==> config.mk <==
export PLATFORM = sky130hd
export DESIGN_NAME = bm_request_ctl
export DESIGN_NICKNAME = d
export VERILOG_FILES = /design/src/rtl/bm_pkg.sv /design/src/rtl/bm_window_decode.sv /design/src/rtl/bm_cycle_timer.sv /design/src/rtl/bm_owner_fsm.sv /design/src/rtl/bm_request_ctl.sv
export SDC_FILE = /design/constraint.sdc
export NUM_CORES = 1
export LEC_CHECK = 0
export BUFFER_PORTS_ARGS = -buffer_cell sky130_fd_sc_hd__buf_2
export CAP_MARGIN = 0
export CORE_MARGIN = 2
export CORE_UTILIZATION = 38
export DETAILED_ROUTE_END_ITERATION = 8
export PLACE_DENSITY = 0.71
export SLEW_MARGIN = 20
export SYNTH_ARGS = -nofsm -noshare
export SYNTH_HDL_FRONTEND = slang
export SYNTH_SLANG_ARGS = --single-unit
==> constraint.sdc <==
create_clock -name clk -period 2 [get_ports clk]
set_clock_uncertainty 0.2 [all_clocks]
set_input_delay 0.2 -clock clk [delete_from_list [all_inputs] [get_ports clk]]
set_output_delay 0.2 -clock clk [all_outputs]
set_load 0.05 [all_outputs]
==> src/rtl/bm_pkg.sv <==
// Shared types for the bus ownership controller.
// Assumes four arbitration levels on the backplane.
package bm_pkg;
    localparam int unsigned LEVELS = 4;
    localparam int unsigned LVL_W  = $clog2(LEVELS);

    typedef enum logic [1:0] {
        ST_IDLE = 2'd0,
        ST_REQ  = 2'd1,
        ST_HELD = 2'd2
    } own_state_t;
endpackage

==> src/rtl/bm_window_decode.sv <==
// Address window decoder: flags processor addresses that belong to the
// backplane window. Assumes the window is a masked compare.
module bm_window_decode #(
    parameter int unsigned ADDR_W   = 24,
    parameter logic [ADDR_W-1:0] WIN_BASE = 24'hC0_0000,
    parameter logic [ADDR_W-1:0] WIN_MASK = 24'hF0_0000
) (
    input  logic [ADDR_W-1:0] addr,
    output logic              hit
);
    // Masked compare against the window base.
    always_comb begin
        hit = ((addr & WIN_MASK) == WIN_BASE);
    end
endmodule

==> src/rtl/bm_cycle_timer.sv <==
// Access sequencer and timeout: drives the strobe while the bus is owned,
// turns a data acknowledge into a processor ack, and raises a bus error when
// an access stays pending for the programmed number of cycles.
// Assumes the processor holds its request until ack or error.
module bm_cycle_timer #(
    parameter int unsigned TMO_W = 8
) (
    input  logic             clk,
    input  logic             rst_n,
    input  logic             pend,
    input  logic             owned,
    input  logic             dtack,
    input  logic [TMO_W-1:0] timeout,
    output logic             strobe,
    output logic             ack_q,
    output logic             berr_q
);
    logic [TMO_W-1:0] wait_cnt;
    logic [TMO_W:0]   wait_nxt;
    logic             done_now;

    // Strobe the backplane only while owning with an access pending.
    always_comb begin
        strobe   = owned && pend;
        done_now = strobe && dtack;
        wait_nxt = {1'b0, wait_cnt} + 1'b1;
    end

    // Count waiting cycles and issue ack or error pulses.
    always_ff @(posedge clk) begin
        if (!rst_n) begin
            wait_cnt <= '0;
            ack_q    <= 1'b0;
            berr_q   <= 1'b0;
        end else begin
            ack_q  <= done_now;
            berr_q <= pend && !done_now && (wait_nxt >= {1'b0, timeout});
            if (!pend || done_now) begin
                wait_cnt <= '0;
            end else if (wait_nxt[TMO_W] == 1'b0) begin
                wait_cnt <= wait_nxt[TMO_W-1:0];
            end
        end
    end

    // an ack only ever follows a strobe with acknowledge.
    a_r7_ack_after_dtack: assert property (@(posedge clk) disable iff (!rst_n)
        ack_q |-> $past(strobe && dtack));
    // error and ack are exclusive.
    a_r8_ack_berr_excl: assert property (@(posedge clk) disable iff (!rst_n)
        !(ack_q && berr_q));
endmodule

==> src/rtl/bm_owner_fsm.sv <==
// Ownership state machine: requests the bus on a window access or a held
// lock bit, takes the grant of its own level only, keeps the bus until the
// arbiter clears or software releases, and pulses an interrupt on a
// software-requested gain. Assumes sw_level is static while requesting.
module bm_owner_fsm
    import bm_pkg::*;
(
    input  logic              clk,
    input  logic              rst_n,
    input  logic              pend,
    input  logic              strobe,
    input  logic              lock,
    input  logic [LVL_W-1:0]  level,
    input  logic [LEVELS-1:0] grant,
    input  logic              clear,
    output logic [LEVELS-1:0] req,
    output logic              owned,
    output logic              irq_q
);
    own_state_t state_q, state_d;
    logic lock_q;
    logic rel_pend_q;
    logic my_grant;
    logic lock_fell;
    logic release_go;

    // Pick the grant line of the configured level.
    always_comb begin
        my_grant   = grant[level];
        lock_fell  = lock_q && !lock;
        owned      = (state_q == ST_HELD);
        release_go = owned && !lock && !strobe &&
                     (clear || rel_pend_q || lock_fell);
    end

    // Drive one request line per level from the request state.
    for (genvar g = 0; g < LEVELS; g++) begin : g_req
        assign req[g] = (state_q == ST_REQ) && (level == LVL_W'(g));
    end

    // Next-state decision.
    always_comb begin
        state_d = state_q;
        unique case (state_q)
            ST_IDLE: if (pend || lock) state_d = ST_REQ;
            ST_REQ: begin
                if (my_grant)            state_d = ST_HELD;
                else if (!pend && !lock) state_d = ST_IDLE;
            end
            ST_HELD: if (release_go) state_d = ST_IDLE;
            default: state_d = ST_IDLE;
        endcase
    end

    // State, lock history, pending release and interrupt registers.
    always_ff @(posedge clk) begin
        if (!rst_n) begin
            state_q    <= ST_IDLE;
            lock_q     <= 1'b0;
            rel_pend_q <= 1'b0;
            irq_q      <= 1'b0;
        end else begin
            state_q    <= state_d;
            lock_q     <= lock;
            rel_pend_q <= (state_d == ST_HELD) && (rel_pend_q || lock_fell);
            irq_q      <= (state_q == ST_REQ) && (state_d == ST_HELD) && lock;
        end
    end

    // the lock bit keeps ownership regardless of the clear line.
    a_r3_lock_holds: assert property (@(posedge clk) disable iff (!rst_n)
        (owned && lock) |=> owned);
    // at most one request line is active.
    a_r11_one_level: assert property (@(posedge clk) disable iff (!rst_n)
        $onehot0(req));
    // the interrupt is a single-cycle pulse.
    a_r10_irq_pulse: assert property (@(posedge clk) disable iff (!rst_n)
        irq_q |=> !irq_q);
endmodule

==> src/rtl/bm_request_ctl.sv <==
// Top of the backplane bus ownership controller. Ties the window decoder,
// the ownership state machine and the access timer together and exposes
// the card-side and backplane-side signals. All backplane lines are
// active high here; pad inversion is outside this block.
module bm_request_ctl
    import bm_pkg::*;
#(
    parameter int unsigned ADDR_W = 24,
    parameter logic [ADDR_W-1:0] WIN_BASE = 24'hC0_0000,
    parameter logic [ADDR_W-1:0] WIN_MASK = 24'hF0_0000,
    parameter int unsigned TMO_W  = 8
) (
    input  logic              clk,
    input  logic              rst_n,
    input  logic              cpu_req,
    input  logic [ADDR_W-1:0] cpu_addr,
    output logic              cpu_ack,
    output logic              cpu_berr,
    input  logic              sw_lock,
    input  logic [1:0]        sw_level,
    input  logic [TMO_W-1:0]  sw_timeout,
    output logic              own_status,
    output logic              own_irq,
    output logic [3:0]        bus_req,
    input  logic [3:0]        bus_grant,
    output logic              bus_busy,
    input  logic              bus_clear,
    output logic              bus_strobe,
    input  logic              bus_dtack,
    output logic              buf_en
);
    logic win_hit;
    logic pend;
    logic owned;
    logic strobe;
    logic ack_q;
    logic berr_q;

    bm_window_decode #(
        .ADDR_W   (ADDR_W),
        .WIN_BASE (WIN_BASE),
        .WIN_MASK (WIN_MASK)
    ) u_dec (
        .addr (cpu_addr),
        .hit  (win_hit)
    );

    // An external access is pending until its ack or error pulse.
    always_comb begin
        pend = cpu_req && win_hit && !ack_q && !berr_q;
    end

    bm_owner_fsm u_fsm (
        .clk    (clk),
        .rst_n  (rst_n),
        .pend   (pend),
        .strobe (strobe),
        .lock   (sw_lock),
        .level  (sw_level),
        .grant  (bus_grant),
        .clear  (bus_clear),
        .req    (bus_req),
        .owned  (owned),
        .irq_q  (own_irq)
    );

    bm_cycle_timer #(
        .TMO_W (TMO_W)
    ) u_tmr (
        .clk     (clk),
        .rst_n   (rst_n),
        .pend    (pend),
        .owned   (owned),
        .dtack   (bus_dtack),
        .timeout (sw_timeout),
        .strobe  (strobe),
        .ack_q   (ack_q),
        .berr_q  (berr_q)
    );

    // Output mapping: busy, buffers and status all follow ownership.
    always_comb begin
        cpu_ack    = ack_q;
        cpu_berr   = berr_q;
        bus_busy   = owned;
        buf_en     = owned;
        own_status = owned;
        bus_strobe = strobe;
    end

    // buffers open only after a grant on the selected line.
    a_r2_buf_after_grant: assert property (@(posedge clk) disable iff (!rst_n)
        $rose(buf_en) |-> $past(bus_grant[sw_level]));
    // ownership is never dropped while the lock bit is held.
    a_r5_no_drop_locked: assert property (@(posedge clk) disable iff (!rst_n)
        $fell(bus_busy) |-> !$past(sw_lock));
    // outside-window accesses alone never start a request from idle.
    a_r1_local_quiet: assert property (@(posedge clk) disable iff (!rst_n)
        (!owned && bus_req == 4'b0 && !sw_lock && !(cpu_req && win_hit))
        |=> bus_req == 4'b0);
    // the strobe is only driven while the buffers are open.
    a_r7_strobe_owned: assert property (@(posedge clk) disable iff (!rst_n)
        bus_strobe |-> buf_en);
endmodule

==> results.yml <==
route:
  drt_pre_antenna_iters: 4
  routed_wl_um: 2240
  route.detailed.drc: 0
  viasPerCell: 4.84
  drt-initial-drc-count: 9
  dr_total_vias: 935
  wl_per_cell_um: 11.6
  drtAntennaViolNets: 0
floorplanning:
  die_y_um: 53.2
  start_util_pct: 40.8
  io-pin-count: 55
  row_count: 17
  die_x_um: 53.2
  dieArea_um2: 2830
  coreArea_um2: 2250
global_routing:
  antenna_found_initial: 0
  grt_overflow: 0
  gr-usage-all-layers_pct: 16.2
  grt_pass1_vias: 871
  grt_pass1_wl_um: 3380
  grt_start_max_net_pins: 10
setup_path:
  cp_data_arrival_time_ns: 1.97
  path_class: "reg -> reg"
  cp_common_cell: "nand4_1"
  crit_buf_inv: 1
  r2r_start: "u_tmr.wait_cnt[1]"
  slowest_delay_ns: 0.37
  path_cells: "nand4_1 > buf_4 > nor3_4 > xnor2_1 > ha_1 > and3_1 > nand4_1 > a41oi_2"
  critPathSlowestCell: "dfxtp_4"
  crit_family: "simple AND/OR/NAND/NOR gates"
  cp-startpoint: "u_tmr.wait_cnt[1]"
  worst-path-max-fanout: 3
  startpoint_type: "flop"
  crit_path_end_kind: "flop"
  cp.required_ns: 1.95
sta:
  fin_crit_ns: 2.02
  slew_headroom_pct: 72.1
  layout_setup_ws_ns: -0.0194
  hold_violations: 0
  fmax_mhz: 495
  period_share_pct: 101
  worstMarginPinSlew_ns: 0.417
  grt_setup_unrepaired: "true"
  setup_violations: 1
  setup_tns_ns: -0.0194
  drv_slew: 0
synthesis:
  avgSynthCellArea_um2: 8.45
  synth_top_area_cell: "dfxtp_1"
  yosysMostFrequentCell: "inv_1"
  synth_cells: 109
  synth_cell_types: 32
  syn_area_um2: 921
  synthTopCellsByCount: "17 x inv_1, 15 x dfxtp_1, 11 x a21oi_1"
  synthDominantCellAreaShare_pct: 32.6
  ys.warnings.count: 0
  ys_ff_latch: 15
  synthTopCellsByArea: "dfxtp_1 33%, ha_1 12%, inv_1 6.9%"
  syn_nets: 162
  synthFlopType: "dfxtp_1"
  async_flop_share_pct: 0
  ys_seq_area_share_pct: 32.6
  synth_edf_count: 0
finish:
  multiInputGateArea_um2: 647
  post-route-util_pct: 62.4
  diodes: 0
  drive_gt1_share_pct: 49.7
  nNetsFinal: 219
  area_growth_syn_to_layout_pct: 52.9
  post-route-cell-area_um2: 1410
  register_area_um2: 310
  nFillCells: 200
cts:
  cts-htree-levels: 1
  cts.clk_slew.worst_paths_ns: 0.09
  insertion_delay_ns: 0.28
  clockRootBuffer: "clkbuf_4"
  cts_tree: "done"
  cts_max_path_buffers: 2
  cts_sinks: 15
  cts_buffers: 3
power_and_ir_drop:
  p_per_area_nw_per_um2: 405
  finalPower_mw: 0.570
  ir_drop_v: 0.000453
  p_leak_nw: 0.722
worst_hold_path:
  holdCritPathClass: "in -> reg"
  hold_start: "rst_n"
placed_design:
  hpwl_um: 1690
  place_congestion: 0.743
  port_buffers: 34
  placed_area_um2: 1220
status:
  violations: "negative setup slack"
  status: "finished with violations"
run:
  drv_cap: 0
power by group:
group	leakage (nW)	internal, mW	total, mW	switching (mW)
sequential	0.124	0.300	0.304	0.00361
clock	0.0150	0.0773	0.169	0.0920
combinational	0.583	0.0423	0.0969	0.0546
cells by family (layout without fill, tap and decap cells):
kind of cell | after synthesis | in the layout | share of synthesized area [%]
mux | 2 | 2 | 3.53
flops | 15 | 15 | 32.6
simple gates | 39 | 39 | 24.6
buf+inv | 19 | 75 | 8.56
compound gates | 18 | 18 | 11.8
fa+ha+maj | 9 | 9 | 12.2
xor+xnor | 7 | 7 | 6.66
metrics by stage:
step,std cells,hold WS [ns],setup WS (ns)
after global routing,193,0.0194,-0.110
final,193,0.00488,-0.0194
after global placement,180,0.250,-0.108
after CTS,188,0.00283,0.00304
after detailed placement,180,0.271,-0.132
after floorplan,109,0.136,0.0309
flip-flops by register name, indices dropped and copies added (netlist names):
signal / flops
u_tmr.wait_cnt: 8
u_fsm.state_q: 2
u_fsm.irq_q: 1
u_fsm.lock_q: 1
u_fsm.rel_pend_q: 1
u_tmr.ack_q: 1
u_tmr.berr_q: 1
layer usage:
layer,vias to the layer above,wire length [um],track usage (%)
li1,480,-,-
met1,430,860,18.3
met2,23,1220,29.8
met3,2,133,5.37
met4,0,21,2.14
met5,-,0,0
worst min-delay path: cells and delay by family:
kind / cells / cell delay, ns
AND/OR/NAND/NOR: 1 / 0.08
buffers and inverters: 2 / 0.16
cell usage in the layout (no fill, tap or decap), types with 6 or more instances in the layout:
master / instances
nand2_1: 7
dfxtp_1: 11
buf_4: 18
buf_2: 34
inv_1: 16
ha_1: 6
nor2_1: 7
a21oi_1: 10
final cells by class:
cell class | instances | share of cell area, %
clock buffers | 4 | 1.87
repair buffers | 54 | 23.1
multi-input cells | 75 | 46.0
flip-flops and latches | 15 | 22.0
well taps | 28 | 2.49
inverters | 17 | 4.53
final timing paths:
path | endpoint | slack, ns | depth (start not counted)
max | u_tmr.berr_q | -0.02 | 8
min | u_fsm.lock_q | 0.005 | 3
max reg2reg | u_tmr.berr_q | -0.02 | 8
min reg2reg | u_fsm.state_q[0] | 0.29 | 1
timing repair:
action / 4_1_cts / 5_1_grt
hold buffers: 2 / 0
buffers inserted: 2 / 5
pin swaps: 1 / 12
endpoints found under the hold margin: 2 / 0
resized for setup: 7 / 13
setup endpoints to repair: 1 / 1
Power figures use the tool's default switching activity.
